[src/rtl/spi_rd_pkg.sv]
package spi_rd_pkg;
  typedef enum logic [1:0] {
    PH_CMD  = 2'd0,
    PH_ADDR = 2'd1,
    PH_DATA = 2'd2,
    PH_SKIP = 2'd3
  } phase_t;

  localparam logic [7:0] OP_READ   = 8'h03;
  localparam int         CMD_BITS  = 8;
  localparam int         ADDR_BITS = 24;
endpackage

[src/rtl/spi_rd_sync.sv]
module spi_rd_sync #(
  parameter int   STAGES  = 2,
  parameter logic RST_VAL = 1'b0
) (
  input  logic clk,
  input  logic rst,
  input  logic d,
  output logic q
);
  logic [STAGES-1:0] chain;

  always_ff @(posedge clk) begin
    if (rst) chain <= {STAGES{RST_VAL}};
    else     chain <= {chain[STAGES-2:0], d};
  end

  assign q = chain[STAGES-1];
endmodule

[src/rtl/spi_rd_mem.sv]
module spi_rd_mem #(
  parameter int ADDR_W = 8
) (
  input  logic              clk,
  input  logic              we,
  input  logic [ADDR_W-1:0] waddr,
  input  logic [7:0]        wdata,
  input  logic [ADDR_W-1:0] raddr,
  output logic [7:0]        rdata
);
  localparam int DEPTH = 1 << ADDR_W;

  logic [7:0] mem [DEPTH];

  // One write port and one registered read port, so block RAM can be inferred
  always_ff @(posedge clk) begin
    if (we) mem[waddr] <= wdata;
    rdata <= mem[raddr];
  end
endmodule

[src/rtl/spi_rd_ctrl.sv]
module spi_rd_ctrl
  import spi_rd_pkg::*;
#(
  parameter int ADDR_W = 8
) (
  input  logic              clk,
  input  logic              rst,
  input  logic              cs_s,
  input  logic              sck_s,
  input  logic              si_s,
  input  logic [7:0]        mem_q,
  output logic [ADDR_W-1:0] ptr,
  output logic              so,
  output logic              so_oe
);
  localparam int CNT_W = $clog2(ADDR_BITS);

  phase_t            phase;
  logic              sck_d;
  logic [CNT_W-1:0]  cnt;
  logic [6:0]        cmd_sh;
  logic [ADDR_W-2:0] addr_sh;
  logic [2:0]        bitc;
  logic [6:0]        dout;

  logic              rise, fall;
  logic [7:0]        cmd_next;
  logic [ADDR_W-1:0] addr_next;

  assign rise      = sck_s & ~sck_d;
  assign fall      = ~sck_s & sck_d;
  assign cmd_next  = {cmd_sh, si_s};
  assign addr_next = {addr_sh, si_s};

  always_ff @(posedge clk) begin
    if (rst) begin
      phase   <= PH_CMD;
      sck_d   <= sck_s;
      cnt     <= '0;
      cmd_sh  <= '0;
      addr_sh <= '0;
      ptr     <= '0;
      bitc    <= '0;
      dout    <= '0;
      so      <= 1'b0;
      so_oe   <= 1'b0;
    end else begin
      sck_d <= sck_s;
      if (cs_s) begin
        // Chip enable high: abort whatever is in progress
        phase <= PH_CMD;
        cnt   <= '0;
        bitc  <= '0;
        so    <= 1'b0;
        so_oe <= 1'b0;
      end else begin
        unique case (phase)
          PH_CMD: if (rise) begin
            cmd_sh <= cmd_next[6:0];
            cnt    <= cnt + 1'b1;
            if (cnt == CNT_W'(CMD_BITS - 1)) begin
              cnt   <= '0;
              phase <= (cmd_next == OP_READ) ? PH_ADDR : PH_SKIP;
            end
          end
          PH_ADDR: if (rise) begin
            addr_sh <= addr_next[ADDR_W-2:0];
            cnt     <= cnt + 1'b1;
            if (cnt == CNT_W'(ADDR_BITS - 1)) begin
              cnt   <= '0;
              ptr   <= addr_next;
              bitc  <= '0;
              phase <= PH_DATA;
            end
          end
          PH_DATA: if (fall) begin
            so_oe <= 1'b1;
            bitc  <= bitc + 1'b1;
            if (bitc == 3'd0) begin
              so   <= mem_q[7];
              dout <= mem_q[6:0];
              ptr  <= ptr + 1'b1;
            end else begin
              so   <= dout[6];
              dout <= {dout[5:0], 1'b0};
            end
          end
          PH_SKIP: ;
          default: phase <= PH_CMD;
        endcase
      end
    end
  end

  AST_OE_DATA_ONLY: assert property (@(posedge clk) disable iff (rst)
    so_oe |-> (phase == PH_DATA));
  AST_CS_RELEASE: assert property (@(posedge clk) disable iff (rst)
    cs_s |=> !so_oe);
  AST_SKIP_HOLD: assert property (@(posedge clk) disable iff (rst)
    (phase == PH_SKIP && !cs_s) |=> (phase == PH_SKIP && !so_oe));
  AST_SO_HOLD_RISE: assert property (@(posedge clk) disable iff (rst)
    (phase == PH_DATA && rise && !cs_s) |=> $stable(so));
  AST_PTR_STEP: assert property (@(posedge clk) disable iff (rst)
    (phase == PH_DATA && fall && !cs_s && bitc == 3'd0)
      |=> ptr == ADDR_W'($past(ptr) + 1'b1));
  AST_ADDR_DONE: assert property (@(posedge clk) disable iff (rst)
    (phase == PH_ADDR && rise && !cs_s && cnt == CNT_W'(ADDR_BITS - 1))
      |=> (phase == PH_DATA));
endmodule

[src/rtl/spi_flash_rd.sv]
module spi_flash_rd #(
  parameter int ADDR_W = 8
) (
  input  logic              clk,
  input  logic              rst,
  input  logic              ld_we,
  input  logic [ADDR_W-1:0] ld_addr,
  input  logic [7:0]        ld_data,
  input  logic              spi_cs_n,
  input  logic              spi_sck,
  input  logic              spi_si,
  output logic              spi_so,
  output logic              spi_so_oe
);
  logic              cs_s, sck_s, si_s;
  logic [ADDR_W-1:0] rd_ptr;
  logic [7:0]        rd_data;

  spi_rd_sync #(.STAGES(2), .RST_VAL(1'b1)) u_sync_cs (
    .clk(clk), .rst(rst), .d(spi_cs_n), .q(cs_s));
  spi_rd_sync #(.STAGES(2), .RST_VAL(1'b0)) u_sync_sck (
    .clk(clk), .rst(rst), .d(spi_sck), .q(sck_s));
  spi_rd_sync #(.STAGES(2), .RST_VAL(1'b0)) u_sync_si (
    .clk(clk), .rst(rst), .d(spi_si), .q(si_s));

  spi_rd_mem #(.ADDR_W(ADDR_W)) u_mem (
    .clk   (clk),
    .we    (ld_we),
    .waddr (ld_addr),
    .wdata (ld_data),
    .raddr (rd_ptr),
    .rdata (rd_data)
  );

  spi_rd_ctrl #(.ADDR_W(ADDR_W)) u_ctrl (
    .clk   (clk),
    .rst   (rst),
    .cs_s  (cs_s),
    .sck_s (sck_s),
    .si_s  (si_s),
    .mem_q (rd_data),
    .ptr   (rd_ptr),
    .so    (spi_so),
    .so_oe (spi_so_oe)
  );
endmodule

[config.mk]
export PLATFORM = sky130hd
export DESIGN_NAME = spi_flash_rd
export DESIGN_NICKNAME = d
export VERILOG_FILES = /design/src/rtl/spi_rd_pkg.sv /design/src/rtl/spi_rd_sync.sv /design/src/rtl/spi_rd_mem.sv /design/src/rtl/spi_rd_ctrl.sv /design/src/rtl/spi_flash_rd.sv
export SDC_FILE = /design/constraint.sdc
export NUM_CORES = 2
export LEC_CHECK = 0
export ABC_AREA = 1
export BUFFER_PORTS_ARGS = -buffer_cell sky130_fd_sc_hd__buf_2
export CORE_UTILIZATION = 60
export DETAILED_ROUTE_END_ITERATION = 16
export PLACE_DENSITY = 0.75
export SLEW_MARGIN = 40
export SYNTH_ARGS = -nofsm -noshare
export SYNTH_HDL_FRONTEND = slang
export SYNTH_SLANG_ARGS = --single-unit
[constraint.sdc]
create_clock -name clk -period 3.41 [get_ports clk]
set_input_delay 0.1705 -clock clk [delete_from_list [all_inputs] [get_ports clk]]
set_output_delay 0.1705 -clock clk [all_outputs]
set_load 0.005 [all_outputs]
Word-level counts from Yosys, hierarchy flattened

Memories as Yosys holds them, arrays and structs flattened. A register that Yosys moved wholly into a read port is not among the register bits.
Cells that the tools add are included.

Input bits: 22
Flip-flop bits (word level): 48
Memories: 1
Bits in writable memories: 2048
Output and inout bits: 2
Logic and storage cells: 70

Memory list:

| memory    | depth | bits a word | rd ports | clocked after Yosys merged registers in | write ports | line             | RTL |
|---|---|---|---|---|---|---|---|
| u_mem.mem | 256   | 8           | 1        | 1                                       | 1           | spi_rd_mem.sv:13 | `logic [7:0] mem [DEPTH];` |

$add $sub $neg: 3
Bitwise operators: 5
Reduce and logical (&&, ||, !) cells: 13
Multiplexer cells: 24
Equal/unequal tests: 11

Operators with widths:

| cell                                                | count |
|---|---|
| 2-to-1 mux 8 bit                                    | 4 |
| 2-to-1 mux 5 bit                                    | 4 |
| one-hot mux 8 bit (2 select lines)                  | 1 |
| != test 2 x 1 -> 1 bit, second input constant       | 6 |
| AND reduction 3 bit                                 | 4 |
| 2-to-1 mux 2 bit                                    | 5 |
| one-hot mux 5 bit (2 select lines)                  | 1 |
| 2-to-1 mux 3 bit                                    | 3 |
| adder 8 x 1 -> 8 bit, second input constant         | 1 |
| equality test 8 x 2 -> 1 bit, second input constant | 1 |
| 2-to-1 mux 7 bit                                    | 1 |
| one-hot mux 3 bit (2 select lines)                  | 1 |
| AND reduction 6 bit                                 | 1 |
| adder 5 x 1 -> 5 bit, second input constant         | 1 |
| equality test 5 x 3 -> 1 bit, second input constant | 1 |
| equality test 5 bit, second input constant          | 1 |
| AND reduction 5 bit                                 | 1 |
| one-hot mux 2 bit (2 select lines)                  | 1 |
| AND reduction 4 bit                                 | 1 |
| nonzero test 2 bit                                  | 2 |
| adder 3 x 1 -> 3 bit, second input constant         | 1 |
| logical NOT 3 bit                                   | 1 |
| 2-to-1 mux 1 bit                                    | 3 |
| NOT 1 bit                                           | 3 |
| other kinds (6)                                     | 7 |

Longest topological paths before layout

Word-level depth: 5
Mapped depth: 18
Depth with buffers taken out: 15

Cells and area by module

A second synthesis with hierarchy kept.

Cell total of the unflattened synthesis: 7310
Area, all modules: 85618.4 um^2

Modules (own cells, without submodules):

| module                        | cells each | instances | seq. area each (um^2) | area each (um^2) |
|---|---|---|---|---|
| spi_rd_mem                    | 7003       | 1         | 61659.1               | 83396.2 |
| spi_rd_ctrl                   | 288        | 1         | 840.8                 | 2053.2 |
| spi_rd_sync at u_sync_sck ... | 6          | 2         | 40.0                  | 55.1 |
| spi_rd_sync at u_sync_cs      | 7          | 1         | 40.0                  | 58.8 |

Least setup slack after synthesis

OpenSTA, ideal clock, no wires.

Path kind: reg-to-reg
Start point: register u_ctrl.ptr[0]
End point: register u_mem.rdata[1] (read register of u_mem.mem)
Buffers on the path: 4
Setup time: 114 ps
Stages on the path, launching flop included: 14
Data required time: 3296 ps
Arrival time: 1675 ps
Period minus slack after synthesis: 1789 ps
Setup slack: 1621 ps
Cells stage by stage: dfxtp_1 -> inv_2 -> buf_4 -> buf_6 -> buf_4 -> buf_2 -> o21ai_0 -> nand3_1 -> nand3_1 -> a21oi_1 -> nor2_1 -> nand2_1 -> nand3_1 -> nand2_1

RTL lines:

| element                | line              | RTL |
|---|---|---|
| from (decl)            | spi_rd_ctrl.sv:12 | `output logic [ADDR_W-1:0] ptr,` |
| from (signal assigned) | spi_rd_ctrl.sv:71 | `ptr <= addr_next;` |
| from (signal assigned) | spi_rd_ctrl.sv:82 | `ptr <= ptr + 1'b1;` |
| to (decl)              | spi_rd_mem.sv:9   | `output logic [7:0] rdata` |

==> qor.yml <==
cts:
  cts.clk_slew.worst_paths_ps: 60
  tritoncts.num_buffers: 200
  cts_setup_buffers: 0
  clockBufferDepth: 3
  clock_tree_from_tritoncts: "done"
  clk-insertion-delay-late_ps: 820
  cts_root_buf: "sky130_fd_sc_hd__clkbuf_16"
  numClockSinks: 2104
  htreeDepth: 4
floorplanning:
  floorplan.die_area_um2: 148000
  chip_height_um: 384
  die-width_um: 384
  io-pin-count: 24
  initial_utilization: 0.608
  rows: 139
  core_area_um2: 144000
critical_path:
  cp_max_fo: 130
  timing.setup.critical_path_class: "register to register"
  worst_ep_arrival_time_ps: 3920
  end_kind: "register"
  critical_path_required_ps: 4110
  startpoint_type: "register"
sta:
  final_period_minus_worst_setup_slack_ps: 3220
  timing.setup.tns_ps: 0
  post-route-period-util: 0.944
  fmaxAchievable_mhz: 311
  setup_repair_after_global_routing_missed_its_margin: "no"
  relSlewSlack: 0.372
  tightestPinTransition_ps: 939
  timing.clock.skew_ps: 19.1
  finalSetupViolations: 0
  timing.final.hold_violations: 0
  report.final.slew_viol_count: 0
logic_synthesis:
  ys_warn_count: 0
  synth-edff-count: 2048
  synth_common_cells: "sky130_fd_sc_hd__edfxtp_1 (2048), sky130_fd_sc_hd__nand2_1 (1991), sky130_fd_sc_hd__nor2_1 (1381)"
  combinational_family_with_the_most_area_after_synthesis: "simple AND/OR/NAND/NOR gates"
  synth_compound_gate_area_share: 0.0555
  ys_top_cells_by_area: "sky130_fd_sc_hd__edfxtp_1 (70%), sky130_fd_sc_hd__nand2_1 (8.5%), sky130_fd_sc_hd__nor2_1 (5.9%)"
  synth.most_common_cell: "sky130_fd_sc_hd__edfxtp_1"
  post_synth_and_or_nand_nor_area_fraction: 0.181
  ys_ff_latch: 2104
  synth.largest_area_cell: "sky130_fd_sc_hd__edfxtp_1"
  yosys.area_share.adder: 0.00100
  synthXorXnorAreaFrac: 0.000200
  asyncSetResetFlopFracSynth: 0
  syn_area_um2: 87600
  synth.mux.area_fraction: 0
  yosysTopAreaCellShare: 0.702
  synthFlopType: "sky130_fd_sc_hd__edfxtp_1"
  postSynthCellCount: 8020
  synth_sequential_area_ratio: 0.715
  synth.avg_cell_area_um2: 10.9
  number_of_distinct_standard_cells_referenced_by_the_synthesized_netlist: 30
  syn-num-nets: 8049
power:
  switching_power_share_of_the_total: 0.198
  seq_power_share: 0.556
  powerDensity_nw_per_um2: 527
  p_clk_frac: 0.428
  comb_power_share: 0.016
  internal_power_mw: 40.9
  power_leakage_nw: 35.7
  worst_ir_drop_vdd_mv: 0.471
  p_sw_mw: 10.1
drt:
  wl_per_cell_um: 23.2
  drcViolationCount: 0
  route.antenna.remaining_nets: 0
  vias: 60300
  drt_pass1_iterations: 6
  routed_wl_mm: 234
  drt_iter0_drc: 8480
  viasPerCell: 5.97
grt:
  grt_remaining_overflow: 0
  grt_first_pass_wirelength_mm: 346
  grt_antenna_before_repair: 10
  first_global_vias: 57500
  grt_max_degree: 132
  global_route.usage.total: 0.316
layout:
  final_nets: 8031
  fraction_of_final_layout_cells_with_drive_strength_greater_than_1: 0.0673
  area_growth_pct: 10.6
  fin_area_um2: 96900
placement:
  gp_routability_congestion: 0.934
  detailedPlacementHpwl_mm: 136
  port_bufs: 23
  placed_cell_area_um2: 90300
job:
  max_cap_viol_count: 0
outcome:
  status: "finished, final reports clean"
min_path:
  hold_path_class: "input pin to register"
[power by group through the flow]
stage	Clock (mW)	Combinational (mW)	Sequential, mW
after CTS	22.0	0.770	28.4
final	21.9	0.792	28.4
after floorplan	0	0.103	29.0
after detailed placement	0	0.754	29.0
after global routing	23.0	0.817	28.4
after global placement	0	0.735	29.0
[stage by stage]
step / total power, mW / setup slack [ps] / std cells / util / hold WS, ps
final: 51.1 / 193 / 10100 / 0.672 / 247
after detailed placement: 29.7 / 246 / 9687 / 0.626 / 360
after global routing: 52.2 / 112 / 10100 / 0.672 / 263
after floorplan: 29.1 / 1620 / 8020 / - / 269
after CTS: 51.2 / 449 / 10100 / 0.672 / 197
after global placement: 29.7 / 113 / 9686 / 0.626 / 353
[cells in the final DEF (no fill, tap or decap), types with 3 or more instances in the layout]
master	count
sky130_fd_sc_hd__edfxtp_1	2048
sky130_fd_sc_hd__nand2_1	1990
sky130_fd_sc_hd__nor2_1	1370
sky130_fd_sc_hd__nand3_1	612
sky130_fd_sc_hd__o21ai_0	545
sky130_fd_sc_hd__inv_1	495
sky130_fd_sc_hd__clkbuf_16	204
sky130_fd_sc_hd__buf_4	155
sky130_fd_sc_hd__o21ai_1	126
sky130_fd_sc_hd__a21oi_1	118
sky130_fd_sc_hd__o211ai_1	102
sky130_fd_sc_hd__clkbuf_1	57
sky130_fd_sc_hd__buf_12	56
sky130_fd_sc_hd__clkinv_1	54
sky130_fd_sc_hd__dfxtp_1	52
sky130_fd_sc_hd__clkinv_2	38
sky130_fd_sc_hd__bufinv_16	18
sky130_fd_sc_hd__a31oi_1	15
sky130_fd_sc_hd__dlygate4sd3_1	15
sky130_fd_sc_hd__buf_2	15
sky130_fd_sc_hd__diode_2	10
sky130_fd_sc_hd__nor2_2	10
sky130_fd_sc_hd__or2_2	8
sky130_fd_sc_hd__buf_8	8
sky130_fd_sc_hd__ha_1	7
sky130_fd_sc_hd__inv_6	6
sky130_fd_sc_hd__clkinvlp_4	5
sky130_fd_sc_hd__inv_2	4
sky130_fd_sc_hd__nor3_1	4
sky130_fd_sc_hd__clkbuf_8	4
sky130_fd_sc_hd__inv_4	3
sky130_fd_sc_hd__a211oi_1	3
sky130_fd_sc_hd__dfxtp_4	3
[logic make-up after synthesis]
| logic type | count (synthesis) |
|---|---|
| buffers and inverters | 991 |
| AO/OA/AOI/OAI | 913 |
| flip-flops | 2104 |
| AND/OR/NAND/NOR | 4003 |
| XOR/XNOR | 2 |
| adder cells (fa/ha/maj) | 7 |
[state kept, by name, summed over array words and instances, names as in the netlist]
name,count
u_ctrl.ptr,8
u_ctrl.dout,7
u_ctrl.so,1
u_sync_si.chain,2
u_mem.mem,2048
u_ctrl.bitc,3
u_sync_cs.chain,2
u_ctrl.phase,2
u_ctrl.addr_sh,7
u_sync_sck.chain,2
u_ctrl.cnt,5
u_ctrl.so_oe,1
u_ctrl.sck_d,1
u_mem.rdata,8
u_ctrl.cmd_sh,7
[final timing paths]
path	startpoint	endpoint	slack, ps	depth (start not counted)
max reg2reg	u_ctrl.ptr[0]	u_mem.rdata[7]	190	13
min	rst	u_ctrl.dout[0]	250	3
min reg2reg	u_sync_sck.chain[1]	u_ctrl.sck_d	380	0
max	u_ctrl.ptr[0]	u_mem.rdata[7]	190	13
[area by class of cell]
| cell class | count | area [um^2] |
|---|---|---|
| antenna | 10 | 25.0 |
| sequential | 2104 | 62600 |
| tap | 1903 | 2380 |
| timing repair buffer | 251 | 2690 |
| inverter | 520 | 1970 |
| fill | 10100 | 47200 |
| multi-input combinational | 4925 | 20800 |
| clock buffer | 265 | 5370 |
| clock inverter | 110 | 1030 |
[worst max-delay path, cell delays in order (launching register included)]
cell and delay, ps:
sky130_fd_sc_hd__dfxtp_4 390, sky130_fd_sc_hd__buf_12 390, sky130_fd_sc_hd__buf_12 440, sky130_fd_sc_hd__nand2_1 120
sky130_fd_sc_hd__nand3_1 150, sky130_fd_sc_hd__nand2_1 70, sky130_fd_sc_hd__nand2_1 60, sky130_fd_sc_hd__nand2_1 80
sky130_fd_sc_hd__inv_1 60, sky130_fd_sc_hd__nand2_1 90, sky130_fd_sc_hd__a21oi_1 450, sky130_fd_sc_hd__nand3_1 310
sky130_fd_sc_hd__nand3_1 240, sky130_fd_sc_hd__nand2_1 100
[metal layers]
layer	vias up	GRT usage	routed length, um
met1	28800	0.418	86200
li1	27100	-	-
met3	646	0.0566	25100
met2	3691	0.498	110000
met4	8	0.176	13100
met5	-	0	59
[repair_timing]
action | 4_1_cts | 5_1_grt
endpoints found under the setup margin | 0 | 0
endpoints found under the hold margin | 609 | 0
hold buffers | 15 | 0
gates resized for setup | 0 | 0
No activity file was read; power rests on OpenSTA's default activity.
